File: config.mk
export PLATFORM = sky130hd
export DESIGN_NAME = shiftadd_mult
export DESIGN_NICKNAME = d
export VERILOG_FILES = /design/src/rtl/shiftadd_mult_pkg.sv /design/src/rtl/shiftadd_adder.sv /design/src/rtl/shiftadd_ctrl.sv /design/src/rtl/shiftadd_datapath.sv /design/src/rtl/shiftadd_mult.sv
export SDC_FILE = /design/constraint.sdc
export NUM_CORES = 1
export LEC_CHECK = 0
export CAP_MARGIN = 30
export CORE_MARGIN = 1
export CORE_UTILIZATION = 63
export DETAILED_ROUTE_END_ITERATION = 8
export DONT_BUFFER_PORTS = 1
export GPL_ROUTABILITY_DRIVEN = 0
export GPL_TIMING_DRIVEN = 0
export PLACE_DENSITY = 0.76
export SYNTH_ARGS = -nofsm -noshare
export SYNTH_HDL_FRONTEND = slang
export SYNTH_SLANG_ARGS = --single-unit
export TNS_END_PERCENT = 100
File: constraint.sdc
create_clock -name clk -period 2.9 [get_ports clk]
set_input_delay 0.145 -clock clk [delete_from_list [all_inputs] [get_ports clk]]
set_output_delay 0.145 -clock clk [all_outputs]
set_load 0.05 [all_outputs]
File: src/rtl/shiftadd_mult_pkg.sv
package shiftadd_mult_pkg;

    typedef enum logic [1:0] {
        ST_IDLE = 2'd0,
        ST_RUN  = 2'd1,
        ST_DONE = 2'd2
    } mul_state_e;

endpackage

File: src/rtl/shiftadd_adder.sv
module shiftadd_adder #(
    parameter int N = 32
) (
    input  logic [N-1:0] a_i,
    input  logic [N-1:0] b_i,
    output logic [N-1:0] sum_o,
    output logic         carry_o
);
    logic [N:0] wide;

    always_comb begin
        wide    = {1'b0, a_i} + {1'b0, b_i};
        sum_o   = wide[N-1:0];
        carry_o = wide[N];
    end

endmodule

File: src/rtl/shiftadd_ctrl.sv
module shiftadd_ctrl
    import shiftadd_mult_pkg::*;
#(
    parameter int N = 32
) (
    input  logic clk,
    input  logic rst_n,
    input  logic start,
    output logic busy,
    output logic done,
    output logic load,
    output logic step
);
    localparam int CW = $clog2(N + 1);
    localparam logic [CW-1:0] LAST_ITER = CW'(N - 1);
    localparam logic [CW-1:0] ALL_ITER  = CW'(N);

    mul_state_e state_q, state_d;
    logic [CW-1:0] iter_q, iter_d;

    always_comb begin
        state_d = state_q;
        iter_d  = iter_q;
        unique case (state_q)
            ST_IDLE: begin
                if (start) begin
                    state_d = ST_RUN;
                    iter_d  = '0;
                end
            end
            ST_RUN: begin
                iter_d = iter_q + 1'b1;
                if (iter_q == LAST_ITER) begin
                    state_d = ST_DONE;
                end
            end
            ST_DONE: begin
                state_d = ST_IDLE;
            end
            default: begin
                state_d = ST_IDLE;
            end
        endcase
    end

    always_ff @(posedge clk or negedge rst_n) begin
        if (!rst_n) begin
            state_q <= ST_IDLE;
            iter_q  <= '0;
        end else begin
            state_q <= state_d;
            iter_q  <= iter_d;
        end
    end

    always_comb begin
        busy = 1'b0;
        done = 1'b0;
        load = 1'b0;
        step = 1'b0;
        unique case (state_q)
            ST_IDLE: load = start;
            ST_RUN: begin
                busy = 1'b1;
                step = 1'b1;
            end
            ST_DONE: done = 1'b1;
            default: ;
        endcase
    end

    // completion pulse lasts one cycle
    assert_done_single_R5: assert property (@(posedge clk) disable iff (!rst_n)
        done |=> !done);

    // busy and done never overlap
    assert_busy_done_excl_R5: assert property (@(posedge clk) disable iff (!rst_n)
        !(busy && done));

    // iteration counter stays below N while running
    assert_iter_bound_R4: assert property (@(posedge clk) disable iff (!rst_n)
        busy |-> (iter_q < ALL_ITER));

    // the last iteration is followed by done
    assert_last_to_done_R4: assert property (@(posedge clk) disable iff (!rst_n)
        (busy && iter_q == LAST_ITER) |=> (done && !busy));

endmodule

File: src/rtl/shiftadd_datapath.sv
module shiftadd_datapath #(
    parameter int N = 32
) (
    input  logic           clk,
    input  logic           rst_n,
    input  logic           load,
    input  logic           step,
    input  logic [N-1:0]   mcand_in,
    input  logic [N-1:0]   mplier_in,
    output logic [2*N-1:0] acc_o
);
    localparam int PW = 2 * N;

    logic [N-1:0]  mcand_q;
    logic [PW-1:0] acc_q, acc_d;
    logic [N-1:0]  addend;
    logic [N-1:0]  upper_sum;
    logic          upper_carry;

    always_comb begin
        addend = acc_q[0] ? mcand_q : '0;
    end

    shiftadd_adder #(.N(N)) u_add (
        .a_i     (acc_q[PW-1:N]),
        .b_i     (addend),
        .sum_o   (upper_sum),
        .carry_o (upper_carry)
    );

    always_comb begin
        acc_d = acc_q;
        if (load) begin
            acc_d = {{N{1'b0}}, mplier_in};
        end else if (step) begin
            acc_d = {upper_carry, upper_sum, acc_q[N-1:1]};
        end
    end

    always_ff @(posedge clk or negedge rst_n) begin
        if (!rst_n) begin
            mcand_q <= '0;
            acc_q   <= '0;
        end else begin
            acc_q <= acc_d;
            if (load) begin
                mcand_q <= mcand_in;
            end
        end
    end

    assign acc_o = acc_q;

    // a cycle whose tested bit is 0 is a pure right shift
    assert_zero_bit_shift_R3: assert property (@(posedge clk) disable iff (!rst_n)
        (step && !acc_q[0]) |=> (acc_q == {1'b0, $past(acc_q[PW-1:1])}));

    // a load clears the upper half
    assert_load_clear_R2: assert property (@(posedge clk) disable iff (!rst_n)
        load |=> (acc_q[PW-1:N] == '0));

endmodule

File: src/rtl/shiftadd_mult.sv
module shiftadd_mult #(
    parameter int N = 32
) (
    input  logic           clk,
    input  logic           rst_n,
    input  logic           start,
    input  logic [N-1:0]   mcand,
    input  logic [N-1:0]   mplier,
    output logic           busy,
    output logic           done,
    output logic [2*N-1:0] product
);
    logic load;
    logic step;

    shiftadd_ctrl #(.N(N)) u_ctrl (
        .clk   (clk),
        .rst_n (rst_n),
        .start (start),
        .busy  (busy),
        .done  (done),
        .load  (load),
        .step  (step)
    );

    shiftadd_datapath #(.N(N)) u_dp (
        .clk       (clk),
        .rst_n     (rst_n),
        .load      (load),
        .step      (step),
        .mcand_in  (mcand),
        .mplier_in (mplier),
        .acc_o     (product)
    );

    // no load while running or completing
    assert_no_load_busy_R6: assert property (@(posedge clk) disable iff (!rst_n)
        (busy || done) |-> !load);

    // product holds when neither running nor loading
    assert_product_hold_R7: assert property (@(posedge clk) disable iff (!rst_n)
        (!busy && !load) |=> $stable(product));

endmodule

==> metrics, run 1 <==
outcome complete, but fails checks; failing checks setup timing; Cells after Synth 641; PD cells 1290 nW/um^2; clock sink count 104; H-tree depth 3; Hold Slack 0.333 ns; CTS buffer count 9; Final setup viols 1; largest net degree at the start of global routing 105; post-synthesis sequential area ratio 0.428; Worst Hold Class input pin to flop; crit path max fanout 8; Ports 133; WS Path Type flop to flop; FMAX 0.339 GHz; Reg2Reg Setup Slack -0.05 ns; CTS tree done; Worst R2R Path Depth 12; Core ar. 9280 um^2; number of global-route vias before repair 5367; vias post-DR 5353; Initial Util 0.655; most common flop cell mapped by yosys dfrtp_1; Hold Fails Final Rpt 0; Clock power frac 0.091; global-route wire length before repair 25400 um; num rows 35; Syn Area/Cell 9.48 um^2; layout cell share with drive strength beyond 1 0.172; antenna fix cells 0; CTS Root Buffer Type clkbuf_8; Final Util 0.801; Leakage 3.07 nW; synthesized net count 742; synthesis-to-layout area growth 22.4%; pre-CTS WS -0.642 ns; Chip Width 100 um; fin crit share 1.02; Synth Warn # 0; port buffer count 0; maximum root-to-sink buffer count 2; GR Overflow Total 0; max-cap violations 0; Reg clk slew, reported paths 0.11 ns; Non-Filler Instances 861; filler cell count in the final layout 594; EDFF count, synth 0; post-layout minimum cycle time 2.95 ns; Least-Margin Pin Slew 0.961 ns; 1st-pass router iterations 5; GR Util All Layers 0.325; final setup TNS -0.0500 ns; DRC viols 0; Worst R2R Start u_dp.acc_o[0]; part of the power in registers 0.446; Psw 5.11 mW; max-slew violations 0; Vias/cell 6.22; Skew-Pair Late Insertion Delay 0.39 ns; fin nets 828; Sw Share 0.531; Initial DRC Count 342; initial antenna violation count 0; Layout Skew 0.0154 ns; CP startpoint kind flop; Cell variety after synth 66; worst path required time 3.17 ns; final wirelength 16000 um; Peak VDD IR 0.738 mV; Post-Synthesis Cell Area 6080 um^2; Chip Height 100 um; CP startpoint u_dp.acc_o[0]; Die ar. 10000 um^2; post-DR wirelength/cell 18.6 um; worst reg2reg endpoint u_dp.acc_o[61]; Comb pwr share 0.464; Placed Instances 770; DRT antenna net count 0; Critical path destination u_dp.acc_o[61]; fraction of registers with async set/reset 1.00; Internal 4.51 mW; DP HPWL 10100 um; synthesis-stage register bit count 104; setup ws final -0.0500 ns; WP data arrival 3.22 ns; Slew Limit Headroom 0.358; RSZ-0062 raised after global routing true; CP endpoint kind flop
## flip-flops by register name, summed over array words and instances (netlist names)
name / flops
u_ctrl.iter_q: 6
u_dp.mcand_q: 32
u_ctrl.state_q: 2
u_dp.acc_o: 64
## stage by stage
step	instance area (um^2)	total power [mW]
after floorplan	6080	7.17
after global placement	6240	7.89
after detailed placement	6240	8.06
after CTS	7270	9.22
after global routing	7440	10.2
final	7440	9.62
## worst min path at each step
stage	from	end	slack, ns	depth (start not counted)
floorplan	rst_n	u_ctrl.iter_q[0]	-0.15	0
global placement	rst_n	u_dp.mcand_q[18]	-0.15	0
detailed placement	rst_n	u_dp.acc_o[50]	-0.15	0
CTS	start	u_dp.acc_o[0]	0.29	4
global route	start	u_dp.acc_o[0]	0.38	4
finish	start	u_dp.acc_o[1]	0.33	4
## logic make-up after synthesis
family,Yosys count,synth area share
flops,104,0.428
compound gates,205,0.215
fa+ha+maj,34,0.0712
mux,34,0.0626
simple gates,194,0.152
buf+inv,43,0.0313
xor+xnor,27,0.0389
## synth_stat cells, types with 2 or more instances
cell      number  area share
and2_1        32       0.033
mux2i_1        2      0.0033
o21bai_1       4      0.0049
a22o_1         4      0.0058
o21a_1         5      0.0062
clkbuf_1      29       0.018
nand2_1       89       0.055
a22oi_1       33       0.041
o31ai_1        2      0.0025
a211oi_1       5      0.0062
a21o_1         8      0.0099
inv_1          6      0.0037
mux2_2        32       0.059
o21ai_1        7      0.0058
nand3_1        8      0.0066
xor2_1        20       0.029
ha_1          33       0.068
nand2b_1       3      0.0031
a31oi_1        2      0.0021
o311ai_0       2      0.0029
nor2_1        25       0.015
xnor2_1        7       0.010
buf_6          3      0.0056
a31o_2         2      0.0029
a31o_1         2      0.0029
dfrtp_1      104        0.43
nor2b_1        6      0.0062
o22ai_1        2      0.0021
nor3_1         9      0.0074
a311oi_1       2      0.0029
o21ai_0       77       0.063
nand4_1        7      0.0072
a21oi_1       32       0.026
buf_2          5      0.0041
## power groups by stage
stage	Clock, mW	Sequential [mW]	Combinational (mW)
finish	0.875	4.29	4.46
CTS	0.891	4.24	4.08
floorplan	0	4.07	3.10
global placement	0	4.23	3.66
global route	0.948	4.38	4.91
detailed placement	0	4.26	3.81
## area by class of cell
cell class                 instances  area (um^2)  area share
multi-input combinational        494         3500       0.471
sequential                       104         2610       0.350
timing repair buffer              78          768       0.103
buffer                            34          185      0.0249
tap                              129          161      0.0217
clock buffer                      10          138      0.0185
clock inverter                     6         50.0     0.00673
inverter                           6         22.5     0.00303
## metal layers
metal / wire [um] / part of all wire / vias up / GRT usage
li1: - / - / 2472 / -
met5: 0 / 0 / - / 0
met3: 1050 / 0.066 / 46 / 0.0864
met1: 6430 / 0.40 / 2605 / 0.393
met4: 464 / 0.029 / 0 / 0.143
met2: 8080 / 0.50 / 230 / 0.548
## critical path, stage by stage (launching register included)
cell	delay, ns
dfrtp_4	0.62
buf_8	0.18
and2_4	0.14
ha_4	0.15
inv_2	0.05
fa_2	0.20
nor2b_2	0.05
o211a_1	0.27
o311ai_4	0.37
a311oi_4	0.17
a311oi_2	0.36
xor2_1	0.20
o21ai_1	0.07
## layout by cell type, fill, tap and decap left out, drive strengths merged, types with 10 or more instances in the layout
cell type,count
a21oi,32
a22oi,33
and2,33
buf,22
clkbuf,35
dfrtp,104
dlygate4sd3,65
ha,33
mux2,32
nand2,90
nor2,25
nor3,10
o21ai,85
xor2,20
## what timing repair did
action | 4_1_cts | 5_1_grt
cloned | 1 | 0
endpoints found under the hold margin | 168 | 0
resized for setup | 29 | 39
setup endpoints to repair | 28 | 22
pin swaps | 8 | 16
hold buffers | 66 | 0
setup buffers | 8 | 3
Power figures use the tool's default switching activity.
==> run 2, diff against run 1 <==
--- a/config.mk
+++ b/config.mk
@@ -5,6 +5,7 @@
 export SDC_FILE = /design/constraint.sdc
 export NUM_CORES = 1
 export LEC_CHECK = 0
+export ABC_AREA = 1
 export CAP_MARGIN = 30
 export CORE_MARGIN = 1
 export CORE_UTILIZATION = 63
==> run 2 against run 1 <==
Net effect:
- the run now ends clean
- flip-flop and latch count unchanged
- combinational power decreased by 8.1%
- die area up 13%
- clock skew fell by 0.0046 ns
- hold slack worse by 0.27 ns
- fmax grew 9.9%
- global-route usage grew 1.7 points
- critical path depth rose by 5
- non-clock buffer count decreased by 19
- synthesized area increased by 13%
- first-iteration DRC count is 61% higher
- critical path type unchanged
- critical endpoint is now u_dp.acc_o[57]
==> metrics, run 2 <==
Layout Skew 0.0108 ns (was 0.0154 ns); Reg clk slew, reported paths 0.11 ns (about the same); CP endpoint kind flop (unchanged); largest net degree at the start of global routing 105 (unchanged); H-tree depth 3 (unchanged); fraction of registers with async set/reset 1.00 (unchanged); synthesized net count 1124 (was 742); max-slew violations 0 (unchanged); CTS Root Buffer Type clkbuf_8 (unchanged); Chip Width 106 um (was 100 um); Initial DRC Count 550 (was 342); worst path required time 3.18 ns (was 3.17 ns); Core ar. 10500 um^2 (was 9280 um^2); final wirelength 18300 um (was 16000 um); Internal 3.90 mW (was 4.51 mW); FMAX 0.372 GHz (was 0.339 GHz); Final setup viols 0 (was 1); PD cells 1130 nW/um^2 (was 1290 nW/um^2); maximum root-to-sink buffer count 2 (unchanged); synthesis-stage register bit count 104 (unchanged); Syn Area/Cell 6.71 um^2 (was 9.48 um^2); Ports 133 (unchanged); Final Power 8.95 mW (was 9.62 mW); Cell variety after synth 38 (was 66); Commonest cells post-synth nand2_1, inv_1, dfrtp_1 (was dfrtp_1, nand2_1, o21ai_0); WP data arrival 2.96 ns (was 3.22 ns); post-synthesis sequential area ratio 0.379 (was 0.428); DP HPWL 12800 um (was 10100 um); Psw 5.05 mW (was 5.11 mW); outcome finished, final reports clean (was complete, but fails checks); Clock power frac 0.103 (was 0.091); Leakage 4.66 nW (was 3.07 nW); Slew Limit Headroom 0.367 (was 0.358); global-route wire length before repair 30000 um (was 25400 um); Comb pwr share 0.459 (was 0.464); crit path max fanout 10 (was 8); filler cell count in the final layout 829 (was 594); WS Path Type flop to flop (unchanged); Vias/cell 5.24 (was 6.22); Die ar. 11300 um^2 (was 10000 um^2); max-cap violations 0 (unchanged); post-DR wirelength/cell 14.7 um (was 18.6 um); Chip Height 106 um (was 100 um); CTS buffer count 9 (unchanged); Yosys top cell area share 0.379 (was 0.428); RSZ-0062 raised after global routing false (was true); vias post-DR 6511 (was 5353); Sw Share 0.565 (was 0.531); DRT antenna net count 0 (unchanged); fin crit share 0.926 (was 1.02); synthesis-to-layout area growth 15.6% (was 22.4%); Skew-Pair Late Insertion Delay 0.39 ns (about the same); post-layout minimum cycle time 2.69 ns (was 2.95 ns); Synth area leaders dfrtp_1, nand2_1, inv_1, ha_1, o221ai_1 (was dfrtp_1, ha_1, o21ai_0, mux2_2, nand2_1); 1st-pass router iterations 5 (unchanged); met2 WL 8330 um (was 8080 um); Initial Util 0.656 (was 0.655); clock sink count 104 (unchanged); Worst Hold Class input pin to flop (unchanged); initial antenna violation count 1 (was 0); most common flop cell mapped by yosys dfrtp_1 (unchanged); most frequent cells in the layout nand2_1, inv_1, dfrtp_1 (was dfrtp_1, nand2_1, o21ai_0); Post-Synthesis Cell Area 6860 um^2 (was 6080 um^2); port buffer count 0 (unchanged); Cells after Synth 1023 (was 641); Max Used Layer met4 (unchanged); number of global-route vias before repair 6242 (was 5367); Final Util 0.758 (was 0.801); fin nets 1201 (was 828); num rows 37 (was 35); max FFs per register 64 (unchanged); top-count cell post-synth nand2_1 (was dfrtp_1); GR Util All Layers 0.343 (was 0.325); Synth Warn # 0 (unchanged); most common cell after layout, fill and taps aside nand2_1 (was dfrtp_1); part of the power in registers 0.438 (was 0.446); DRC viols 0 (unchanged); Peak VDD IR 0.924 mV (was 0.738 mV); layout cell share with drive strength beyond 1 0.0697 (was 0.172); CTS tree done (unchanged); Synth area leader dfrtp_1 (unchanged); EDFF count, synth 0 (unchanged); Hold Fails Final Rpt 0 (unchanged); Least-Margin Pin Slew 0.946 ns (was 0.961 ns); GR Overflow Total 0 (unchanged); Post-CTS Setup Bufs 0 (was 8); Met3 Routed Length 1490 um (was 1050 um); DRT met1 WL 8150 um (was 6430 um); CP startpoint kind flop (unchanged)
==> run 2: path summary, 6_finish.rpt <==
| kind | slack (ns) | end | from | cells after the start |
|---|---|---|---|---|
| max | 0.21 | u_dp.acc_o[57] | u_dp.acc_o[0] | 17 |
| min | 0.06 | u_dp.mcand_q[0] | start | 3 |
| max reg2reg | 0.21 | u_dp.acc_o[57] | u_dp.acc_o[0] | 17 |
| min reg2reg | 0.49 | u_dp.mcand_q[4] | u_dp.mcand_q[4] | 2 |
| max in group asynchronous | 2.06 | u_dp.acc_o[0] | rst_n | 2 |
| min in group asynchronous | 0.36 | u_dp.acc_o[47] | rst_n | 2 |
==> run 2: critical path: stages (launching register included) <==
cell      delay (ns)
dfrtp_2         0.55
buf_6           0.17
clkbuf_4        0.21
nand2_1         0.07
inv_1           0.06
ha_1            0.15
inv_1           0.05
fa_1            0.35
inv_1           0.12
nand2_1         0.09
nand3_2         0.10
nand2_1         0.06
nand2_1         0.17
nand2_1         0.10
nand2_1         0.08
nand2_1         0.04
nand3_1         0.10
nand2_1         0.07
==> run 2: logic make-up (layout without fill, tap and decap cells) <==
family,count (synthesis),count (layout),synth area share
other cells,0,1,0
fa+ha+maj,34,34,0.0631
xor+xnor,1,1,0.00128
buf+inv,221,303,0.128
flops,104,104,0.379
simple gates,574,574,0.342
compound gates,89,89,0.0864
==> run 2: area by class of cell <==
cell class,instances,area (um^2),share of cell area
flip-flops and latches,104,2600,0.328
inverters,194,731,0.0921
clock inverters,5,46.3,0.00583
multi-input cells,698,3390,0.427
well taps,136,170,0.0214
clock buffers,11,151,0.0191
plain buffers,27,164,0.0207
repair buffers,66,678,0.0855
diodes,1,2.50,0.000315
==> run 2: repair_timing <==
item                                    in CTS  in global routing
resized for setup                            4                 10
endpoints found under the hold margin      168                  0
hold buffers                                66                  0
cloned                                       0                  0
endpoints found under the setup margin      26                 21
==> run 2: layer usage <==
layer,track usage,up-vias
li1,-,3289
met1,0.450,2957
met2,0.557,243
met3,0.101,22
met4,0.0823,0
met5,0,-
==> run 2: power groups by stage <==
stage	combinational (mW)	clock, mW	sequential (mW)
global placement	3.81	0	3.93
detailed placement	3.89	0	3.93
CTS	4.02	0.939	3.91
finish	4.10	0.919	3.92
global route	4.63	0.996	4.00
floorplan	3.04	0	3.80
==> run 2: through the flow <==
stage / std cells / setup slack (ns) / instance area, um^2 / hold slack (ns) / TNS, ns
after floorplan: 1023 / 0.284 / 6860 / -0.151 / 0
after global placement: 1159 / -0.361 / 7030 / -0.149 / -3.81
after detailed placement: 1159 / -0.402 / 7030 / -0.148 / -4.59
after CTS: 1241 / 0.0363 / 7920 / 0.0368 / 0
after global routing: 1242 / 0.0561 / 7940 / 0.0505 / 0
final: 1242 / 0.215 / 7940 / 0.0610 / 0
==> run 3, diff against run 2 <==
==> constraint.sdc (replaced) <==
create_clock -name clk -period 2.9 [get_ports clk]
set_input_delay 0.58 -clock clk [delete_from_list [all_inputs] [get_ports clk]]
set_output_delay 0.58 -clock clk [all_outputs]
set_load 0.05 [all_outputs]
==> run 3 against run 2 <==
Net effect:
- the run now ends with hold timing left
- clock power hardly changed
- via count is 6.2% lower
- routed wire length is 10% lower
- core utilization is 6.6 points lower
==> metrics, run 3 (synthesized netlist as in run 2, its figures left out) <==
GR Overflow Total 0 (unchanged); layout cell share with drive strength beyond 1 0.0722 (was 0.0697); crit path max fanout 10 (unchanged); DRT antenna net count 0 (unchanged); slowest stage cell, crit path dfrtp_2 (unchanged); maximum root-to-sink buffer count 2 (unchanged); Post-CTS Setup Bufs 0 (unchanged); Worst R2R Path Depth 17 (unchanged); WP data arrival 2.97 ns (was 2.96 ns); Slew Limit Headroom 0.365 (was 0.367); Worst Hold Class input pin to asynchronous set/reset pin (was input pin to flop); Chip Height 106 um (unchanged); number of global-route vias before repair 5800 (was 6242); max FFs per register 64 (unchanged); Hold Slack -0.122 ns (was 0.0610 ns); Skew-Pair Late Insertion Delay 0.39 ns (about the same); antenna fix cells 0 (was 1); vias post-DR 6110 (was 6511); post-layout minimum cycle time 2.69 ns (about the same); CTS Root Buffer Type clkbuf_8 (unchanged); Final Power 8.75 mW (was 8.95 mW); failing checks hold timing; Leakage 4.37 nW (was 4.66 nW); most common cell after layout, fill and taps aside nand2_1 (unchanged); RSZ-0062 raised after global routing false (unchanged); DRC viols 0 (unchanged); global-route wire length before repair 27400 um (was 30000 um); initial antenna violation count 0 (was 1); 1st-pass router iterations 5 (unchanged); GR Util All Layers 0.313 (was 0.343); outcome complete, but fails checks (was finished, final reports clean); Register Area 2600 um^2 (unchanged); worst path required time 3.18 ns (about the same); Non-Filler Instances 1175 (was 1242); max-slew violations 0 (unchanged); post-DR wirelength/cell 14.0 um (was 14.7 um); Hold Fails Final Rpt 104 (was 0); WS Path Type flop to flop (unchanged); Die ar. 11300 um^2 (unchanged); CP startpoint kind flop (unchanged); final setup TNS 0 ns (unchanged); Initial Util 0.656 (unchanged); Core ar. 10500 um^2 (unchanged); clock sink count 104 (unchanged); Placed Instances 1159 (unchanged); Reg clk slew, reported paths 0.10 ns (was 0.11 ns); area of the multi-input gates 3380 um^2 (was 3390 um^2); most frequent cells in the layout nand2_1, inv_1, dfrtp_1 (unchanged); max-cap violations 0 (unchanged); PD cells 1210 nW/um^2 (was 1130 nW/um^2); fin crit share 0.927 (was 0.926); Peak VDD IR 0.903 mV (was 0.924 mV); worst reg2reg endpoint u_dp.acc_o[55] (was u_dp.acc_o[57]); Final setup viols 0 (unchanged); FMAX 0.372 GHz (about the same); fin nets 1135 (was 1201); final wirelength 16400 um (was 18300 um); Max stage delay on crit path 0.55 ns (about the same); CTS tree done (unchanged); Vias/cell 5.20 (was 5.24); H-tree depth 3 (unchanged); port buffer count 0 (unchanged); CP endpoint kind flop (unchanged); largest net degree at the start of global routing 105 (unchanged); DP HPWL 12800 um (unchanged); Chip Width 106 um (unchanged); Reg2Reg Setup Slack 0.21 ns (about the same); Least-Margin Pin Slew 0.949 ns (was 0.946 ns); num rows 37 (unchanged); cell repeated most along the worst path nand2_1 (unchanged); critical path, cell by cell buf_6 > clkbuf_4 > nand2_1 > inv_1 > ha_1 > inv_1 > fa_1 > inv_1 > nand3_1 > nand3_1 > nand2_1 > nand2_2 > nand2_1 > nand3_1 > nand2_1 > nand3_1 > nand2_1 (was buf_6 > clkbuf_4 > nand2_1 > inv_1 > ha_1 > inv_1 > fa_1 > inv_1 > nand2_1 > nand3_2 > nand2_1 > nand2_1 > nand2_1 > nand2_1 > nand2_1 > nand3_1 > nand2_1); Worst R2R Start u_dp.acc_o[0] (unchanged); Initial DRC Count 393 (was 550); filler cell count in the final layout 959 (was 829); Layout Skew 0.0101 ns (was 0.0108 ns); Ports 133 (unchanged); CTS buffer count 9 (unchanged); synthesis-to-layout area growth 5.61% (was 15.6%)
## run 3: cell count changes in the layout (fill, tap and decap cells not counted)
cell	delta
nand3_2	-1
nand3_1	+1
buf_16	-1
dlygate4sd3_1	-65
diode_2	-1
## run 3: worst max-delay path by stage
stage	start	endpoint	slack [ns]	depth (start not counted)
global route	u_dp.acc_o[0]	u_dp.acc_o[55]	0.002	17
detailed placement	u_dp.acc_o[0]	u_dp.acc_o[55]	-0.40	17
finish	u_dp.acc_o[0]	u_dp.acc_o[55]	0.21	17
CTS	u_dp.acc_o[0]	u_dp.acc_o[59]	0.04	13
global placement	u_dp.acc_o[0]	u_dp.acc_o[55]	-0.36	17
floorplan	u_dp.acc_o[0]	u_dp.acc_o[47]	0.28	17
## run 3: where the power goes
part	switching, mW	internal, mW	total (mW)	leakage, nW
logic	2.55	1.37	3.92	2.95
registers	1.82	2.09	3.91	1.31
clock network	0.542	0.376	0.918	0.103
## run 3: through the flow
stage / cell area (um^2) / hold WS (ns) / util / setup WS, ns
floorplan: 6860 / 0.284 / - / 0.284
detailed placement: 7030 / 0.287 / 0.672 / -0.402
CTS: 7240 / -0.146 / 0.692 / 0.0363
global route: 7250 / -0.158 / 0.693 / 0.00220
finish: 7250 / -0.122 / 0.693 / 0.210
global placement: 7030 / 0.286 / 0.672 / -0.361
## run 3: repair_timing
action	in CTS	in global routing
setup endpoints to repair	26	21
resized for setup	4	9
hold endpoints to repair	104	104
## run 3: cell type report
type	count	share of cell area
well taps	136	0.0235
inverters	194	0.101
multi-input cells	698	0.467
flip-flops and latches	104	0.359
clock inverters	5	0.00639
clock buffers	11	0.0209
plain buffers	27	0.0226
## run 3: critical path, delay by kind of cell, from the launching register on
kind          cells  cell delay (ns)
fa+ha+maj         2             0.50
buf+inv           5             0.62
flops             1             0.55
simple gates     10             0.88
## run 3: layer usage
layer / wire length (um) / share of wire / track usage / vias to the layer above
met5: 0 / 0 / 0 / -
met4: 217 / 0.013 / 0.0665 / 0
met3: 1320 / 0.080 / 0.104 / 16
met2: 7280 / 0.44 / 0.496 / 192
met1: 7600 / 0.46 / 0.416 / 2750
li1: - / - / - / 3152
